File: src/rtl/smmu_pkg.sv
`timescale 1ns/1ps
package smmu_pkg;
  localparam int BYTE_W = 8;
  localparam logic [BYTE_W-1:0] OPC_DPFX = 8'hFC;
  localparam logic [BYTE_W-1:0] OPC_JPFX = 8'hDC;
  localparam logic [BYTE_W-1:0] OPC_JSR  = 8'h20;
  localparam logic [BYTE_W-1:0] OPC_JMP  = 8'h4C;
  localparam logic [BYTE_W-1:0] OPC_RTS  = 8'h60;
  localparam logic [BYTE_W-1:0] OPC_RTI  = 8'h40;

  typedef enum logic [1:0] {PD_IDLE, PD_HI, PD_LO} pd_state_e;
endpackage

File: src/rtl/smmu_pfx_decoder.sv
`timescale 1ns/1ps
module smmu_pfx_decoder
  import smmu_pkg::*;
(
  input  logic              clk,
  input  logic              rst_n,
  input  logic              fetch,
  input  logic [BYTE_W-1:0] bus_data,
  output logic              cap_o,
  output logic              jump_o
);
  pd_state_e state, state_n;
  logic      kind, kind_n;

  always_comb begin
    state_n = state;
    kind_n  = kind;
    if (fetch) begin
      if (bus_data == OPC_DPFX || bus_data == OPC_JPFX) begin
        state_n = PD_HI;
        kind_n  = (bus_data == OPC_JPFX);
      end else begin
        state_n = PD_IDLE;
      end
    end else begin
      case (state)
        PD_HI:   state_n = PD_LO;
        default: state_n = PD_IDLE;
      endcase
    end
  end

  always_ff @(posedge clk or negedge rst_n) begin
    if (!rst_n) begin
      state <= PD_IDLE;
      kind  <= 1'b0;
    end else begin
      state <= state_n;
      kind  <= kind_n;
    end
  end

  // the bank byte is on the bus in the second operand cycle
  assign cap_o  = (state == PD_LO) && !fetch;
  assign jump_o = kind;


  pfx_seq_chk: assert property (@(posedge clk) disable iff (!rst_n)
    (state == PD_HI && !fetch) |=> (state == PD_LO));
endmodule

File: src/rtl/smmu_bank_stack.sv
`timescale 1ns/1ps
module smmu_bank_stack #(
  parameter int DEPTH = 128,
  parameter int ENT_W = 17
) (
  input  logic             clk,
  input  logic             rst_n,
  input  logic             push,
  input  logic             pop,
  input  logic [ENT_W-1:0] wdata,
  output logic [ENT_W-1:0] rdata
);
  localparam int PTR_W = $clog2(DEPTH);

  logic [ENT_W-1:0] mem [DEPTH];
  logic [PTR_W-1:0] sp, sp_n, top_idx;

  assign top_idx = sp - PTR_W'(1);
  assign rdata   = mem[top_idx];

  always_comb begin
    sp_n = sp;
    if (push)     sp_n = sp + PTR_W'(1);
    else if (pop) sp_n = top_idx;
  end

  always_ff @(posedge clk or negedge rst_n) begin
    if (!rst_n) sp <= '0;
    else        sp <= sp_n;
  end

  always_ff @(posedge clk) begin
    if (push) mem[sp] <= wdata;
  end


  stk_push_chk: assert property (@(posedge clk) disable iff (!rst_n)
    push |=> (sp == $past(sp) + PTR_W'(1)));

  stk_pop_chk: assert property (@(posedge clk) disable iff (!rst_n)
    (pop && !push) |=> (sp == $past(sp) - PTR_W'(1)));

  stk_excl_chk: assert property (@(posedge clk) disable iff (!rst_n)
    !(push && pop));
endmodule

File: src/rtl/opsnoop_bank_mmu.sv
`timescale 1ns/1ps
module opsnoop_bank_mmu
  import smmu_pkg::*;
#(
  parameter int ADDR_W    = 16,
  parameter int OFS_W     = 12,
  parameter int BANK_W    = 8,
  parameter int STK_DEPTH = 128,
  parameter logic [ADDR_W-OFS_W-1:0] WIN_TAG = 'hA
) (
  input  logic                     clk,
  input  logic                     rst_n,
  input  logic [ADDR_W-1:0]        cpu_addr,
  input  logic [BYTE_W-1:0]        cpu_data,
  input  logic                     cpu_rw,
  input  logic                     cpu_sync,
  input  logic                     cpu_vec,
  output logic [BANK_W+OFS_W-1:0]  sram_addr,
  output logic                     win_hit
);
  localparam int PHYS_W = BANK_W + OFS_W;
  localparam int ENT_W  = 2*BANK_W + 1;

  // reset: asserted asynchronously, released on a clock edge
  logic [1:0] rsync;
  logic       rst_i_n;
  always_ff @(posedge clk or negedge rst_n) begin
    if (!rst_n) rsync <= 2'b00;
    else        rsync <= {rsync[0], 1'b1};
  end
  assign rst_i_n = rsync[1];

  logic fetch, in_win, vec_rise;
  logic is_jsr, is_jmp, is_rts, is_rti, push, pop;
  logic dec_cap, dec_jump;
  logic [ENT_W-1:0] push_data, top_data;

  // state registers and their next values
  logic [BANK_W-1:0] exe_bank, exe_bank_n, exe_next, exe_next_n;
  logic              exe_ld, exe_ld_n;
  logic              pend_v, pend_v_n, act_v, act_v_n, jmp_v, jmp_v_n;
  logic [BANK_W-1:0] pend_b, pend_b_n, act_b, act_b_n, jmp_b, jmp_b_n;
  logic [ADDR_W-1:0] op_pc, op_pc_n, pc_dist;
  logic              vec_q;
  logic [BANK_W-1:0] exe_eff, win_bank;
  logic              own_byte;

  assign fetch    = cpu_sync & cpu_rw;
  assign in_win   = (cpu_addr[ADDR_W-1:OFS_W] == WIN_TAG);
  assign vec_rise = cpu_vec & ~vec_q;
  assign is_jsr   = fetch && (cpu_data == OPC_JSR);
  assign is_jmp   = fetch && (cpu_data == OPC_JMP);
  assign is_rts   = fetch && (cpu_data == OPC_RTS);
  assign is_rti   = fetch && (cpu_data == OPC_RTI);
  assign push     = is_jsr | vec_rise;
  assign pop      = is_rts | is_rti;
  assign exe_eff  = (fetch && exe_ld) ? exe_next : exe_bank;
  assign push_data = is_jsr ? {exe_eff, 1'b0, {BANK_W{1'b0}}}
                            : {exe_bank, act_v, act_b};

  smmu_pfx_decoder u_dec (
    .clk(clk), .rst_n(rst_i_n), .fetch(fetch), .bus_data(cpu_data),
    .cap_o(dec_cap), .jump_o(dec_jump)
  );

  smmu_bank_stack #(.DEPTH(STK_DEPTH), .ENT_W(ENT_W)) u_stk (
    .clk(clk), .rst_n(rst_i_n), .push(push), .pop(pop),
    .wdata(push_data), .rdata(top_data)
  );

  always_comb begin
    exe_bank_n = exe_bank;  exe_next_n = exe_next;  exe_ld_n = exe_ld;
    pend_v_n   = pend_v;    pend_b_n   = pend_b;
    act_v_n    = act_v;     act_b_n    = act_b;
    jmp_v_n    = jmp_v;     jmp_b_n    = jmp_b;
    op_pc_n    = op_pc;
    if (fetch) begin
      exe_bank_n = exe_eff;
      exe_ld_n   = 1'b0;
      act_v_n    = pend_v;
      act_b_n    = pend_b;
      pend_v_n   = 1'b0;
      jmp_v_n    = 1'b0;
      op_pc_n    = cpu_addr;
      if ((is_jsr || is_jmp) && jmp_v) begin
        exe_next_n = jmp_b;
        exe_ld_n   = 1'b1;
      end
      if (pop) begin
        exe_next_n = top_data[ENT_W-1 -: BANK_W];
        exe_ld_n   = 1'b1;
      end
      if (is_rti) begin
        pend_v_n = top_data[BANK_W];
        pend_b_n = top_data[BANK_W-1:0];
      end
    end
    if (dec_cap) begin
      if (dec_jump) begin jmp_v_n  = 1'b1; jmp_b_n  = cpu_data[BANK_W-1:0]; end
      else          begin pend_v_n = 1'b1; pend_b_n = cpu_data[BANK_W-1:0]; end
    end
    if (vec_rise) begin
      exe_bank_n = '0;
      exe_ld_n   = 1'b0;
      act_v_n    = 1'b0;
    end
  end

  always_ff @(posedge clk or negedge rst_i_n) begin
    if (!rst_i_n) begin
      exe_bank <= '0; exe_next <= '0; exe_ld <= 1'b0;
      pend_v   <= 1'b0; pend_b <= '0;
      act_v    <= 1'b0; act_b  <= '0;
      jmp_v    <= 1'b0; jmp_b  <= '0;
      op_pc    <= '0;   vec_q  <= 1'b0;
    end else begin
      exe_bank <= exe_bank_n; exe_next <= exe_next_n; exe_ld <= exe_ld_n;
      pend_v   <= pend_v_n;   pend_b   <= pend_b_n;
      act_v    <= act_v_n;    act_b    <= act_b_n;
      jmp_v    <= jmp_v_n;    jmp_b    <= jmp_b_n;
      op_pc    <= op_pc_n;    vec_q    <= cpu_vec;
    end
  end

  // the armed instruction's own three bytes stay in the execution bank
  assign pc_dist  = cpu_addr - op_pc;
  assign own_byte = (pc_dist < ADDR_W'(3));
  assign win_bank = fetch                  ? exe_eff :
                    (act_v && !own_byte)   ? act_b   : exe_bank;

  always_comb begin
    if (in_win) sram_addr = {win_bank, cpu_addr[OFS_W-1:0]};
    else        sram_addr = PHYS_W'(cpu_addr);
  end
  assign win_hit = in_win;


  act_consumed_chk: assert property (@(posedge clk) disable iff (!rst_i_n)
    (act_v && fetch && !pend_v) |=> !act_v);

  irq_entry_chk: assert property (@(posedge clk) disable iff (!rst_i_n)
    vec_rise |=> (exe_bank == '0 && !act_v && !exe_ld));

  jmp_once_chk: assert property (@(posedge clk) disable iff (!rst_i_n)
    (fetch && !dec_cap) |=> !jmp_v);
endmodule

File: config.mk
export PLATFORM = sky130hd
export DESIGN_NAME = opsnoop_bank_mmu
export DESIGN_NICKNAME = d
export VERILOG_FILES = /design/src/rtl/smmu_pkg.sv /design/src/rtl/smmu_pfx_decoder.sv /design/src/rtl/smmu_bank_stack.sv /design/src/rtl/opsnoop_bank_mmu.sv
export SDC_FILE = /design/constraint.sdc
export NUM_CORES = 2
export LEC_CHECK = 0
export ABC_AREA = 1
export BUFFER_PORTS_ARGS = -buffer_cell sky130_fd_sc_hd__buf_2
export CORE_MARGIN = 10
export CORE_UTILIZATION = 25
export DETAILED_ROUTE_END_ITERATION = 8
export PLACE_DENSITY_LB_ADDON = 0.05
export SYNTH_ARGS = -nofsm -noshare
export SYNTH_HDL_FRONTEND = slang
export SYNTH_SLANG_ARGS = --single-unit
File: constraint.sdc
create_clock -name clk -period 5.18 [get_ports clk]
set_clock_uncertainty 0.05 [all_clocks]
set_input_delay 0.259 -clock clk [delete_from_list [all_inputs] [get_ports clk]]
set_output_delay 0.259 -clock clk [all_outputs]
set_load 0.01 [all_outputs]
==> results.ini <==
[status]
status=finished clean

[timing]
post-route-period-util=0.8640
setup-tns-final_ns=0
period_minus_slack_ns=4.476
rsz0062_at_grt=false
final_hold_viol_count=0
max_clock_freq_mhz=223.4
setup_viol=0
worst_pin_slew_ns=1.354
slew_violations=0
relSlewSlack=0.09361

[detailed_routing]
via_per_inst=4.778
routed_wl_mm=340.1
wire_per_inst_um=27.15
first_pass_iters=6
drc=0
detail-route-antenna-nets=0
first_iter_violations=4756
vias=59840

[global_route]
grt_pass1_vias=59720
grt_pass1_wl_mm=478.2
grt_max_degree=156
grt_overflow=0
antenna_found_initial=16
grt_util_all_layers=0.1684

[final_layout]
final_cell_area_um2=107300
final_layout_size_suffix_gt1_frac=0.1118
fin_nets=7561
area_growth_pct=18.15
fillers=36660
multiInputGateArea_um2=21150
register_area_um2=67180
fin_cells=12530

[yosys]
yosysUniqueCellTypes=42
ys.flop_type=edfxtp_1
synth_top_area_cell=edfxtp_1
yosysMostFrequentCell=edfxtp_1
ys_ff_latch=2249
synth_compound_area_frac=0.1015
synthAdderAreaFrac=0.002563
synthArstFlopShare=0.03246
synth.area.top_cells=edfxtp_1 72%, o21ai_0 6.1%, nor2_1 5.1%
synth_top_family_by_area=simple AND/OR/NAND/NOR gates
avgSynthCellArea_um2=12.35
ys_top_cells_by_count=2,176 x edfxtp_1, 1,240 x nor2_1, 1,103 x o21ai_0, 838 x nand2_1, 599 x nand3_1
synth_edf_count=2176
synth_area_um2=90800
yosys_warnings=0
yosysSeqAreaShare=0.7398
synthMuxAreaShare=0
synthCells=7350
synth_nets=7397
synthSimpleGateAreaFrac=0.1216
synth_top_area_frac=0.7197
synth-xor-area-share=0.001447

[setup_path]
rr_startpoint=u_stk.sp[0]
worst_r2r_path_depth=17
cp-start-kind=flop
cp_max_fo=36
worstPathArrival_ns=5.22
criticalPathCategory=flop to flop
crit_required_ns=5.92
worstSetupEndpointType=flop
critical_path.startpoint=u_stk.sp[0]

[clock_network]
htreeDepth=5
insertion_delay_ns=0.90
cts_resized=0
cts.sinks=2249
clock_path_buffers=4
cts_made_buffers=280
cts_tree=done
clk_transition_reported_paths_ns=0.06
hold_buffers=58
cts_root_buf=clkbuf_16
postCtsSetupBuffers=0

[floorplanning]
die_w_um=622.6
ios=50
start_util=0.2508
rows=221
design.die.area_um2=387700
core-area_um2=362000
dieHeight_um=622.6

[placed_design]
dp_cells=11970
portBuffers=49
detailed_place.area_um2=98100
dp_hpwl_mm=189.7
gp_congestion=0.7607

[power]
power_density_nw_per_um2=642.7
p_leak_nw=35.73
total_power_mw=68.95
peakVddDrop_v=0.0006420

[worst_hold_path]
min_path_type=input port to async pin

[job]
drv_cap=0

==> registers in the layout, summed over array words and instances (netlist names) <==
signal        cells
act_v             1
pend_b            8
exe_bank          8
exe_ld            1
u_stk.sp          7
jmp_v             1
jmp_b             8
pend_v            1
u_dec.jump_o      1
op_pc            16
rsync             2
u_stk.mem      2176
act_b             8
u_dec.state       2
vec_q             1
exe_next          8
==> metal layers <==
| layer | vias to the layer above | wire length, µm | track usage |
|---|---|---|---|
| li1 | 27180 | - | - |
| met1 | 30940 | 162800 | 0.2438 |
| met2 | 1350 | 155100 | 0.2692 |
| met3 | 382 | 15040 | 0.02261 |
| met4 | 0 | 7183 | 0.03553 |
| met5 | - | 0 | 0 |
==> through the flow <==
stage,hold slack (ns),setup WS [ns],utilization
after floorplan,-0.08659,-2.149,-
after global placement,-0.004808,0.8338,0.2710
after detailed placement,-0.003372,0.8259,0.2710
after CTS,0.09198,0.5776,0.2963
after global routing,0.1503,0.3970,0.2963
final,0.1661,0.7044,0.2964
==> worst paths after layout <==
check,endpoint,slack [ns]
min in group clk,pend_b[0],0.29
min reg2reg,op_pc[8],0.20
max in group asynchronous,u_stk.sp[0],3.69
max reg2reg,pend_b[1],0.70
min,rsync[1],0.17
max,pend_b[1],0.70
==> cells by family after synthesis <==
group / Yosys count
compound gates: 1687
xor+xnor: 9
fa+ha+maj: 18
buf+inv: 675
flops: 2249
other cells: 1
simple gates: 2711
==> area by class of cell <==
class,instances,area share
inverters,162,0.005925
repair buffers,395,0.03473
well taps,4794,0.05592
clock inverters,137,0.01100
flip-flops and latches,2249,0.6262
multi-input cells,4426,0.1971
clock buffers,351,0.06879
diodes,12,0.0002799
==> critical path, stage by stage (launching register included) <==
cell and delay (ns):
dfrtp_4 0.73, inv_8 0.14, ha_4 0.66, inv_8 0.27, buf_12 0.27, buf_12 0.19, buf_12 0.23, o21ai_0 0.09
o22ai_1 0.09, nand2_1 0.06, nand3_1 0.19, nand3_1 0.13, nand3_1 0.22, nand3_1 0.16, nand3_1 0.08, nand2_1 0.08
o21ai_1 0.06, dlygate4sd3_1 0.56
==> power breakdown <==
group / switching (mW) / internal, mW
Combinational: 21.9 / 7.60
Clock: 7.88 / 11.0
Sequential: 0.173 / 20.4
==> cell usage in the layout, fill, tap and decap left out, drive strengths merged <==
cell / Yosys / final
clkinvlp: 0 / 2
bufinv: 0 / 19
a211o: 1 / 1
inv: 162 / 169
and2: 2 / 2
conb: 1 / 1
clkinv: 0 / 109
clkbuf: 262 / 351
dlygate4sd3: 0 / 58
buf: 251 / 337
nor3: 10 / 10
a41oi: 1 / 1
o211ai: 37 / 37
nand4: 5 / 5
nor2: 1245 / 1245
diode: 0 / 12
nand2: 840 / 840
o22ai: 474 / 474
o21ai: 1127 / 1127
ha: 17 / 17
o31ai: 4 / 4
edfxtp: 2176 / 2176
nand3: 601 / 601
a21oi: 24 / 24
xnor2: 2 / 2
dfrtp: 73 / 73
o221ai: 17 / 17
a31o: 1 / 1
xor2: 7 / 7
fa: 1 / 1
nor4: 3 / 3
nand3b: 5 / 5
a211oi: 1 / 1
Power figures use the tool's default switching activity.
